<file path="src/rtl/rp_pkg.sv">
package rp_pkg;
    parameter int RP_NCH    = 8;
    parameter int RP_RES_W  = 10;
    parameter int RP_BYTE_W = 8;

    localparam int RP_CH_W  = $clog2(RP_NCH);
    localparam int RP_LOW_W = RP_RES_W - RP_BYTE_W;
    localparam int RP_PAD_W = RP_BYTE_W - RP_LOW_W;

    typedef logic [RP_CH_W-1:0]   ch_t;
    typedef logic [RP_RES_W-1:0]  res_t;
    typedef logic [RP_BYTE_W-1:0] byte_t;

    typedef struct packed {
        ch_t  ch;
        logic low;
    } rd_ptr_t;

    typedef enum logic [1:0] {
        RK_IDLE,
        RK_DATA,
        RK_ERR,
        RK_LOAD
    } rd_kind_e;

    typedef struct packed {
        logic  valid;
        logic  err;
        byte_t data;
    } rd_resp_t;

    function automatic byte_t hi_byte(input res_t r);
        return r[RP_RES_W-1 -: RP_BYTE_W];
    endfunction

    function automatic byte_t lo_byte(input res_t r);
        return {r[RP_LOW_W-1:0], {RP_PAD_W{1'b0}}};
    endfunction

    function automatic ch_t next_ch(input ch_t c);
        if (c == ch_t'(RP_NCH - 1))
            return '0;
        return c + ch_t'(1);
    endfunction

    function automatic rd_ptr_t ptr_step(input rd_ptr_t p, input logic m8);
        rd_ptr_t n;
        if (m8 || p.low) begin
            n.ch  = next_ch(p.ch);
            n.low = 1'b0;
        end else begin
            n.ch  = p.ch;
            n.low = 1'b1;
        end
        return n;
    endfunction
endpackage

</file>
<file path="src/rtl/rp_store.sv">
module rp_store
    import rp_pkg::*;
(
    input  logic              clk,
    input  logic              rst,
    input  logic              we,
    input  ch_t               wch,
    input  res_t              wres,
    input  ch_t               sel_ch,
    output res_t              sel_res,
    input  logic              clr_en,
    input  ch_t               clr_ch,
    output logic [RP_NCH-1:0] dv
);
    res_t res_arr [RP_NCH];

    for (genvar g = 0; g < RP_NCH; g++) begin : g_ch
        res_t r_q;
        logic v_q;
        logic hit_w;
        logic hit_c;

        assign hit_w = we && (wch == ch_t'(g));
        assign hit_c = clr_en && (clr_ch == ch_t'(g));

        always_ff @(posedge clk) begin
            if (rst) begin
                r_q <= '0;
                v_q <= 1'b0;
            end else begin
                if (hit_w)
                    r_q <= wres;
                if (hit_w)
                    v_q <= 1'b1;
                else if (hit_c)
                    v_q <= 1'b0;
            end
        end

        assign res_arr[g] = r_q;
        assign dv[g]      = v_q;
    end

    assign sel_res = res_arr[sel_ch];

    // a converter write leaves the channel flagged valid
    a_r8_dv_set: assert property (@(posedge clk) disable iff (rst)
        we |=> dv[$past(wch)]);

    // a lower-byte read clears the flag unless a write collides
    a_r9_dv_clear: assert property (@(posedge clk) disable iff (rst)
        (clr_en && !(we && wch == clr_ch)) |=> !dv[$past(clr_ch)]);
endmodule

</file>
<file path="src/rtl/rp_pointer.sv">
module rp_pointer
    import rp_pkg::*;
(
    input  logic     clk,
    input  logic     rst,
    input  logic     mode8,
    input  logic     ld_en,
    input  ch_t      ld_ch,
    input  logic     ld_low,
    input  logic     rd_req,
    input  logic     rd_chk,
    input  ch_t      rd_ch,
    input  logic     rd_low,
    output rd_ptr_t  ptr,
    output rd_kind_e kind,
    output logic     clr_en
);
    rd_ptr_t ptr_q;
    rd_ptr_t ptr_d;
    logic    mism;

    always_comb begin
        mism = rd_chk && ((rd_ch != ptr_q.ch) || (!mode8 && (rd_low != ptr_q.low)));
        if (ld_en)
            kind = RK_LOAD;
        else if (rd_req)
            kind = mism ? RK_ERR : RK_DATA;
        else
            kind = RK_IDLE;
    end

    always_comb begin
        ptr_d = ptr_q;
        case (kind)
            RK_LOAD: begin
                ptr_d.ch  = ld_ch;
                ptr_d.low = ld_low;
            end
            RK_DATA: ptr_d = ptr_step(ptr_q, mode8);
            default: ptr_d = ptr_q;
        endcase
    end

    assign clr_en = (kind == RK_DATA) && !mode8 && ptr_q.low;

    always_ff @(posedge clk) begin
        if (rst)
            ptr_q <= '0;
        else
            ptr_q <= ptr_d;
    end

    assign ptr = ptr_q;

    // a load lands in the pointer one cycle later
    a_r4_load: assert property (@(posedge clk) disable iff (rst)
        ld_en |=> (ptr_q.ch == $past(ld_ch)) && (ptr_q.low == $past(ld_low)));

    // a mismatched addressed read leaves the pointer alone
    a_r7_hold: assert property (@(posedge clk) disable iff (rst)
        (rd_req && !ld_en && rd_chk && rd_ch != ptr_q.ch) |=> $stable(ptr_q));

    // a ten-bit upper read moves to the lower half of the same channel
    a_r2_hi_to_lo: assert property (@(posedge clk) disable iff (rst)
        (kind == RK_DATA && !mode8 && !ptr_q.low) |=>
            (ptr_q.low && ptr_q.ch == $past(ptr_q.ch)));

    // eight-bit reads always leave the half bit cleared
    a_r5_m8_low: assert property (@(posedge clk) disable iff (rst)
        (kind == RK_DATA && mode8) |=> !ptr_q.low);
endmodule

</file>
<file path="src/rtl/rp_out.sv">
module rp_out
    import rp_pkg::*;
(
    input  logic     clk,
    input  logic     rst,
    input  rd_kind_e kind,
    input  logic     mode8,
    input  logic     ptr_low,
    input  res_t     res,
    output rd_resp_t resp
);
    rd_resp_t resp_d;
    rd_resp_t resp_q;

    always_comb begin
        resp_d = '0;
        case (kind)
            RK_DATA: begin
                resp_d.valid = 1'b1;
                resp_d.data  = (mode8 || !ptr_low) ? hi_byte(res) : lo_byte(res);
            end
            RK_ERR:  resp_d.err = 1'b1;
            default: resp_d = '0;
        endcase
    end

    always_ff @(posedge clk) begin
        if (rst)
            resp_q <= '0;
        else
            resp_q <= resp_d;
    end

    assign resp = resp_q;

    // a silent cycle carries a zero byte
    a_r10_zero_idle: assert property (@(posedge clk) disable iff (rst)
        !resp_q.valid |-> (resp_q.data == '0));
endmodule

</file>
<file path="src/rtl/rp_read_ptr.sv">
module rp_read_ptr
    import rp_pkg::*;
(
    input  logic              clk,
    input  logic              rst,
    input  logic              mode8,
    input  logic              cv_we,
    input  logic [RP_CH_W-1:0]  cv_ch,
    input  logic [RP_RES_W-1:0] cv_res,
    input  logic              ld_en,
    input  logic [RP_CH_W-1:0]  ld_ch,
    input  logic              ld_low,
    input  logic              rd_req,
    input  logic              rd_chk,
    input  logic [RP_CH_W-1:0]  rd_ch,
    input  logic              rd_low,
    output logic              rd_valid,
    output logic [RP_BYTE_W-1:0] rd_data,
    output logic              rd_err,
    output logic [RP_CH_W-1:0]  cur_ch,
    output logic              cur_low,
    output logic [RP_NCH-1:0]   ch_valid
);
    rd_ptr_t  ptr;
    rd_kind_e kind;
    logic     clr_en;
    res_t     sel_res;
    rd_resp_t resp;

    rp_pointer u_ptr (
        .clk    (clk),
        .rst    (rst),
        .mode8  (mode8),
        .ld_en  (ld_en),
        .ld_ch  (ld_ch),
        .ld_low (ld_low),
        .rd_req (rd_req),
        .rd_chk (rd_chk),
        .rd_ch  (rd_ch),
        .rd_low (rd_low),
        .ptr    (ptr),
        .kind   (kind),
        .clr_en (clr_en)
    );

    rp_store u_store (
        .clk     (clk),
        .rst     (rst),
        .we      (cv_we),
        .wch     (cv_ch),
        .wres    (cv_res),
        .sel_ch  (ptr.ch),
        .sel_res (sel_res),
        .clr_en  (clr_en),
        .clr_ch  (ptr.ch),
        .dv      (ch_valid)
    );

    rp_out u_out (
        .clk     (clk),
        .rst     (rst),
        .kind    (kind),
        .mode8   (mode8),
        .ptr_low (ptr.low),
        .res     (sel_res),
        .resp    (resp)
    );

    assign rd_valid = resp.valid;
    assign rd_err   = resp.err;
    assign rd_data  = resp.data;
    assign cur_ch   = ptr.ch;
    assign cur_low  = ptr.low;

    // data and error pulses are exclusive
    a_r10_excl: assert property (@(posedge clk) disable iff (rst)
        !(rd_valid && rd_err));

    // stepping past the last channel wraps to channel zero
    a_r6_wrap: assert property (@(posedge clk) disable iff (rst)
        (kind == RK_DATA && ptr.ch == ch_t'(RP_NCH - 1) && (mode8 || ptr.low))
            |=> (cur_ch == '0));

    // a lower-byte read produces a valid pulse next cycle
    a_r3_lo_valid: assert property (@(posedge clk) disable iff (rst)
        (kind == RK_DATA && !mode8 && ptr.low) |=> (rd_valid && !rd_err));
endmodule

</file>
<file path="config.mk">
export PLATFORM = sky130hd
export DESIGN_NAME = rp_read_ptr
export DESIGN_NICKNAME = d
export VERILOG_FILES = /design/src/rtl/rp_pkg.sv /design/src/rtl/rp_store.sv /design/src/rtl/rp_pointer.sv /design/src/rtl/rp_out.sv /design/src/rtl/rp_read_ptr.sv
export SDC_FILE = /design/constraint.sdc
export NUM_CORES = 1
export LEC_CHECK = 0
export ABC_AREA = 1
export BUFFER_PORTS_ARGS = -buffer_cell sky130_fd_sc_hd__buf_2
export CELL_PAD_IN_SITES_DETAIL_PLACEMENT = 0
export CELL_PAD_IN_SITES_GLOBAL_PLACEMENT = 1
export CORE_ASPECT_RATIO = 0.9
export CORE_MARGIN = 3
export CORE_UTILIZATION = 38
export DETAILED_ROUTE_END_ITERATION = 10
export GPL_ROUTABILITY_DRIVEN = 0
export PLACE_DENSITY = 0.77
export REMOVE_ABC_BUFFERS = 1
export SYNTH_ARGS = -nofsm -noshare
export SYNTH_HDL_FRONTEND = slang
export SYNTH_SLANG_ARGS = --single-unit
</file>
<file path="constraint.sdc">
create_clock -name clk -period 1.6 [get_ports clk]
set_input_delay 0.32 -clock clk [delete_from_list [all_inputs] [get_ports clk]]
set_output_delay 0.32 -clock clk [all_outputs]
set_load 0.02 [all_outputs]
</file>
==> results of run 1 <==
-- worst min path at each step --
stage,end,slack [ps],cells after the start
after detailed placement,u_store.g_ch[7].r_q[1],440,2
after CTS,u_out.resp[8],210,2
final,u_out.resp[8],220,2
after global placement,u_store.g_ch[7].r_q[1],440,2
after floorplan,u_ptr.ptr[0],390,1
after global routing,u_out.resp[8],250,2
-- critical path: cells and delay by family, from the launching register on --
kind | cells | cell delay [ps]
buf+inv | 2 | 410
flops | 1 | 430
-- metal layers --
metal / vias up / GRT usage
li1: 2183 / -
met1: 1996 / 0.284
met2: 116 / 0.336
met3: 17 / 0.0378
met4: 0 / 0.0567
met5: - / 0
-- cell usage in the layout (no fill, tap or decap), types with 7 or more instances in the layout --
cell type,count
a21oi_1,29
buf_2,49
buf_4,19
clkbuf_16,9
dfxtp_1,101
inv_1,43
nand2_1,46
nand3_1,11
nand4_1,8
nor2_1,191
nor2_2,7
o21ai_0,120
o22ai_1,9
-- cell type report --
class,count,area [um2],area share
Multi-Input combinational cell,455,2150,0.402
Sequential cell,102,2040,0.382
Timing Repair Buffer,72,459,0.0858
Clock buffer,11,243,0.0454
Tap cell,156,195,0.0365
Inverter,46,175,0.0327
Clock inverter,5,82.6,0.0154
-- state kept, by name (all words and copies together), names as in the netlist --
register / flops
u_out.resp: 10
u_store.g_ch.v_q: 8
u_ptr.ptr: 4
u_store.g_ch.r_q: 80
-- stage by stage --
stage                     setup TNS [ps]  power, W  area, um2  std cells
after floorplan                   -18280   0.00312       4370        603
after global placement                 0   0.00343       5020        831
after detailed placement               0   0.00344       5020        831
after CTS                              0   0.00582       5340        847
after global routing                   0   0.00602       5350        847
final                                  0   0.00577       5350        847
-- where the power goes --
group / internal (W) / total, W / switching, W
clock: 0.00142 / 0.00238 / 0.000966
combinational: 0.000238 / 0.000715 / 0.000477
sequential: 0.00263 / 0.00267 / 0.0000449
total: 0.00428 / 0.00577 / 0.00149
-- cells by family after synthesis --
group	synth area share
AO/OA/AOI/OAI	0.202
AND/OR/NAND/NOR	0.244
flip-flops	0.439
adder cells (fa/ha/maj)	0.0162
buffers and inverters	0.0977
==> impl_metrics.csv, run 1 <==
group,metric,value,unit
critical_path,startpoint_type,"flop",
detailed_routing,wl_per_cell,16.2,um
global_routing,grtUsageTotal,0.208,
critical_path,cpPeakStageDelay,430,ps
synthesis,avgSynthCellArea,7.05,um2
timing,finalCritPeriodShare,0.947,
detailed_routing,drt_drc_violations_left,0,
critical_path,critPathSlowestCell,"dfxtp_1",
critical_path,r2r-start,"u_ptr.ptr[2]",
synthesis,synth_cell_types,29,
clock_tree,clkTransAtPathRegs,70,ps
synthesis,netlist_instances,659,
critical_path,crit_start,"u_ptr.ptr[2]",
critical_path,cp-end-kind,"output port",
timing,maxSlewViolCount,0,
critical_path,critPathMaxFanout,18,
placement,place_hpwl,9060,um
synthesis,yosys-top-cells-area,"dfxtp_1 (44%), nor2_1 (15%), o21ai_0 (13%), nand2_1 (3.7%), inv_1 (3.5%)",
timing,rsz0062_at_grt,"no",
detailed_routing,firstDrtPassIters,5,
die,dieArea,13600,um2
detailed_routing,vias_per_cell,5.09,
timing,min_period,1520,ps
detailed_routing,final_antenna_net_count,0,
clock_tree,clock_sinks,102,
power,power-per-cell-area,1080,nW/um2
cells_and_area,fillers,1221,
critical_path,worstPathRequired,1280,ps
clock_tree,cts_resized,0,
cells_and_area,layout-drive-gt1-share,0.162,
critical_path,timing.rr.end,"u_ptr.ptr[3]",
clock_tree,postCtsHoldBufs,0,
timing,finalSetupViolCount,0,
min_path,hp-start,"ld_en",
cells_and_area,diodes,0,
power,ir_drop,0.000808,V
critical_path,r2r_cells,7,
clock_tree,cts_buffer_depth,2,
critical_path,r2r_setup_slack,160,ps
synthesis,netlist_top_cells_count,"nor2_1 (191), o21ai_0 (120), dfxtp_1 (102)",
synthesis,yosys.area.top_type,"dfxtp_1",
die,rows,37,
synthesis,syn_area,4650,um2
cells_and_area,nNetsFinal,720,
global_routing,grt_max_degree,82,
global_routing,overflow,0,
timing,slew_headroom,0.589,
clock_tree,h-tree-depth,3,
synthesis,yosysWarnings,0,
clock_tree,clk_latency,350,ps
synthesis,synth_edf_count,0,
placement,preCtsSetupSlack,57.9,ps
power,cellLeakagePower,2.40,nW
die,die_w,123,um
status,outcome,"complete, no violations",
die,die_h,111,um
timing,whs,223,ps
die,start_util,0.398,
detailed_routing,vias,4312,
critical_path,crit_type,"reg2out",
global_routing,antenna_found_initial,0,
critical_path,endpoint,"cur_ch[1]",
detailed_routing,wl,13800,um
synthesis,synth_flop_cell,"dfxtp_1",
critical_path,path_cells,"buf_6, buf_2",
cells_and_area,area_growth,15.1,%
synthesis,async_flop_share,0,
timing,setup_ws,84.9,ps
timing,tightest_slew,616,ps
job,drv_cap,0,
synthesis,synth_seq_cells,102,
timing,clock-skew-final,8.10,ps
clock_tree,numCtsBuffers,9,
die,pin_count,50,
critical_path,crit_arrival,1200,ps
detailed_routing,drt-initial-drc-count,284,
detailed_routing,wl_met3,652,um
detailed_routing,routed.top_layer,"met4",
synthesis,synth_seq_area_share,0.439,
clock_tree,cts_tree,"yes",
placement,io_buffers,49,
timing,fmax,660,MHz
die,fp.coreArea,11700,um2
min_path,hold_path.class,"in2reg",
global_routing,grt_pass1_wl,22100,um
detailed_routing,wl_met2,6470,um
synthesis,synth_most_common_cell,"nor2_1",
synthesis,yosysTopAreaCellShare,0.439,
clock_tree,postCtsSetupRepairBufs,0,
clock_tree,clock-root-buffer,"clkbuf_16",
global_routing,grt_pass1_vias,4153,
timing,hold_viol,0,
cells_and_area,postLayoutCoreUtil,0.458,
detailed_routing,wl_met1,6380,um
Note: power is estimated with default switching activity, not from simulation.
==> run 2, diff against run 1 <==
--- a/config.mk
+++ b/config.mk
@@ -10,7 +10,6 @@
 export CELL_PAD_IN_SITES_DETAIL_PLACEMENT = 0
 export CELL_PAD_IN_SITES_GLOBAL_PLACEMENT = 1
 export CORE_ASPECT_RATIO = 0.9
-export CORE_MARGIN = 3
 export CORE_UTILIZATION = 38
 export DETAILED_ROUTE_END_ITERATION = 10
 export GPL_ROUTABILITY_DRIVEN = 0
==> run 2 against run 1 <==
Effect of this change: largest power group unchanged; cell count down 0.47%; die area decreased by 6.8%; count of clock-buffer cells in the layout down 1; cell area shrank 0.82%; core utilization down 0.38 points; global-route usage is 1.9 points higher; flip-flop and latch count unchanged; total power fell by 2.9%; clock skew down 2.2 ps; non-clock buffer count is 4 lower; register-to-register slack lost 20 ps; sequential share of layout area increased by 0.34 points.
==> impl_metrics.csv, run 2 (same netlist as run 1, synthesis figures left out) <==
group,metric,value,unit
cells_and_area,regMostFlops,"u_store.g_ch.r_q",
clock_tree,h-tree-depth,3,
job,drv_cap,0,
placement,dpl-instance-area,4990,um2
placement,preCtsSetupSlack,24.0,ps
timing,clock-skew-final,5.87,ps
clock_tree,clock-root-buffer,"clkbuf_16",
global_routing,use_met2,0.371,
timing,setup_tns,0,ps
timing,hold_viol,0,
critical_path,path_cells,"buf_6, buf_2",
timing,slew_headroom,0.581,
clock_tree,clkTransAtPathRegs,70,ps
global_routing,overflow,0,
status,outcome,"complete, no violations",
timing,maxSlewViolCount,0,
detailed_routing,wl,13900,um
global_routing,grt.busiest_layer,"met2",
global_routing,grtUsageTotal,0.227,
placement,place_hpwl,8970,um
global_routing,grt_use_met3,0.0447,
cells_and_area,largest_reg_flops,80,
critical_path,worstPathRequired,1280,ps
detailed_routing,wl_per_cell,16.5,um
clock_tree,clock_sinks,102,
power,sw_frac_of_total,0.271,
detailed_routing,vias,4373,
global_routing,grt_pass1_wl,22000,um
timing,finalCritPeriodShare,0.923,
detailed_routing,drt_drc_violations_left,0,
cells_and_area,final_cell_mix,"nor2_1 (191), o21ai_0 (120), dfxtp_1 (100), buf_2 (49), nand2_1 (46)",
cells_and_area,diodes,0,
power,ir_drop,0.000643,V
timing,rsz0062_at_grt,"no",
die,start_util,0.398,
critical_path,critPathSlowestCell,"dfxtp_2",
cells_and_area,layout-drive-gt1-share,0.159,
global_routing,grt_use_met1,0.299,
detailed_routing,final_antenna_net_count,0,
power,pwr-share-comb,0.126,
power,total_power,0.00561,W
detailed_routing,firstDrtPassIters,4,
power,p_sw,0.00152,W
die,fp.coreArea,11700,um2
cells_and_area,final_cells,843,
die,die_w,119,um
timing,setup_ws,123,ps
critical_path,critPathMaxFanout,20,
global_routing,grt_pass1_vias,4089,
global_routing,grt_max_degree,82,
min_path,hold_path.class,"in2reg",
placement,dp.cells,827,
power,power-per-cell-area,1060,nW/um2
cells_and_area,nNetsFinal,716,
timing,finalSetupViolCount,0,
clock_tree,numCtsBuffers,9,
timing,fmax,677,MHz
global_routing,antenna_found_initial,0,
power,seq_power_share,0.477,
clock_tree,cts_tree,"yes",
die,die_h,107,um
cells_and_area,fillers,1273,
cells_and_area,final_design_area_no_fill,5310,um2
power,clkPwrFrac,0.397,
placement,io_buffers,49,
critical_path,cpPeakStageDelay,400,ps
timing,tightest_slew,628,ps
die,dieArea,12700,um2
die,rows,37,
detailed_routing,vias_per_cell,5.19,
critical_path,crit_type,"reg2out",
clock_tree,clk_latency,350,ps
critical_path,startpoint_type,"flop",
timing,min_period,1480,ps
clock_tree,cts_buffer_depth,2,
power,cellLeakagePower,2.36,nW
critical_path,cp-end-kind,"output port",
cells_and_area,area_growth,14.2,%
die,pin_count,50,
cells_and_area,final_common_cell,"nor2_1",
power,p_int,0.00408,W
detailed_routing,drt-initial-drc-count,361,
critical_path,crit_arrival,1160,ps
clock_tree,postCtsHoldBufs,0,
-- run 2: cell types whose count changed in the layout (fill, tap and decap cells not counted), sizes merged --
cell / change
buf: -4
bufinv: -1
clkbuf: -1
clkinv: +1
clkinvlp: +1
-- run 2: path summary, 6_finish.rpt --
kind	from	endpoint	slack, ps	cells past startpoint
max	u_ptr.ptr[2]	cur_ch[1]	120	2
min	ld_en	u_out.resp[8]	220	2
max reg2reg	u_ptr.ptr[1]	u_out.resp[4]	140	10
min reg2reg	u_store.g_ch[5].r_q[7]	u_store.g_ch[5].r_q[7]	450	2
-- run 2: critical path, delay by kind of cell (launching register included) --
family | cells | cell delay (ps)
buffers and inverters | 2 | 400
DFF | 1 | 400
-- run 2: stage by stage --
stage,util,hold slack (ps)
after CTS,0.454,215
after global placement,0.428,433
after global routing,0.455,220
final,0.455,220
after detailed placement,0.428,442
after floorplan,-,389
-- run 2: power groups by stage --
stage / registers (W) / logic (W) / clock network [W]
after global routing: 0.00268 / 0.000785 / 0.00235
after global placement: 0.00273 / 0.000693 / 0
after floorplan: 0.00277 / 0.000354 / 0
after CTS: 0.00267 / 0.000698 / 0.00226
after detailed placement: 0.00273 / 0.000694 / 0
final: 0.00268 / 0.000705 / 0.00223
-- run 2: cell type report --
type / count / area [um2] / share of cell area
Tap cell: 156 / 195 / 0.0368
Inverter: 46 / 175 / 0.0330
Timing Repair Buffer: 68 / 429 / 0.0809
Clock inverter: 6 / 72.6 / 0.0137
Clock buffer: 10 / 229 / 0.0432
Multi-Input combinational cell: 455 / 2160 / 0.407
Sequential cell: 102 / 2040 / 0.385
-- run 2: timing repair --
action / CTS / global route
setup endpoints to repair: 1 / 12
resized for setup: 1 / 3
cloned: 0 / 0
pin swaps: 0 / 0
setup buffers: 0 / 0
-- run 2: routing by layer --
| layer | part of all wire | routed length (um) |
|---|---|---|
| met1 | 0.48 | 6590 |
| met5 | 0 | 0 |
| met3 | 0.045 | 625 |
| met4 | 0.022 | 311 |
| met2 | 0.46 | 6350 |
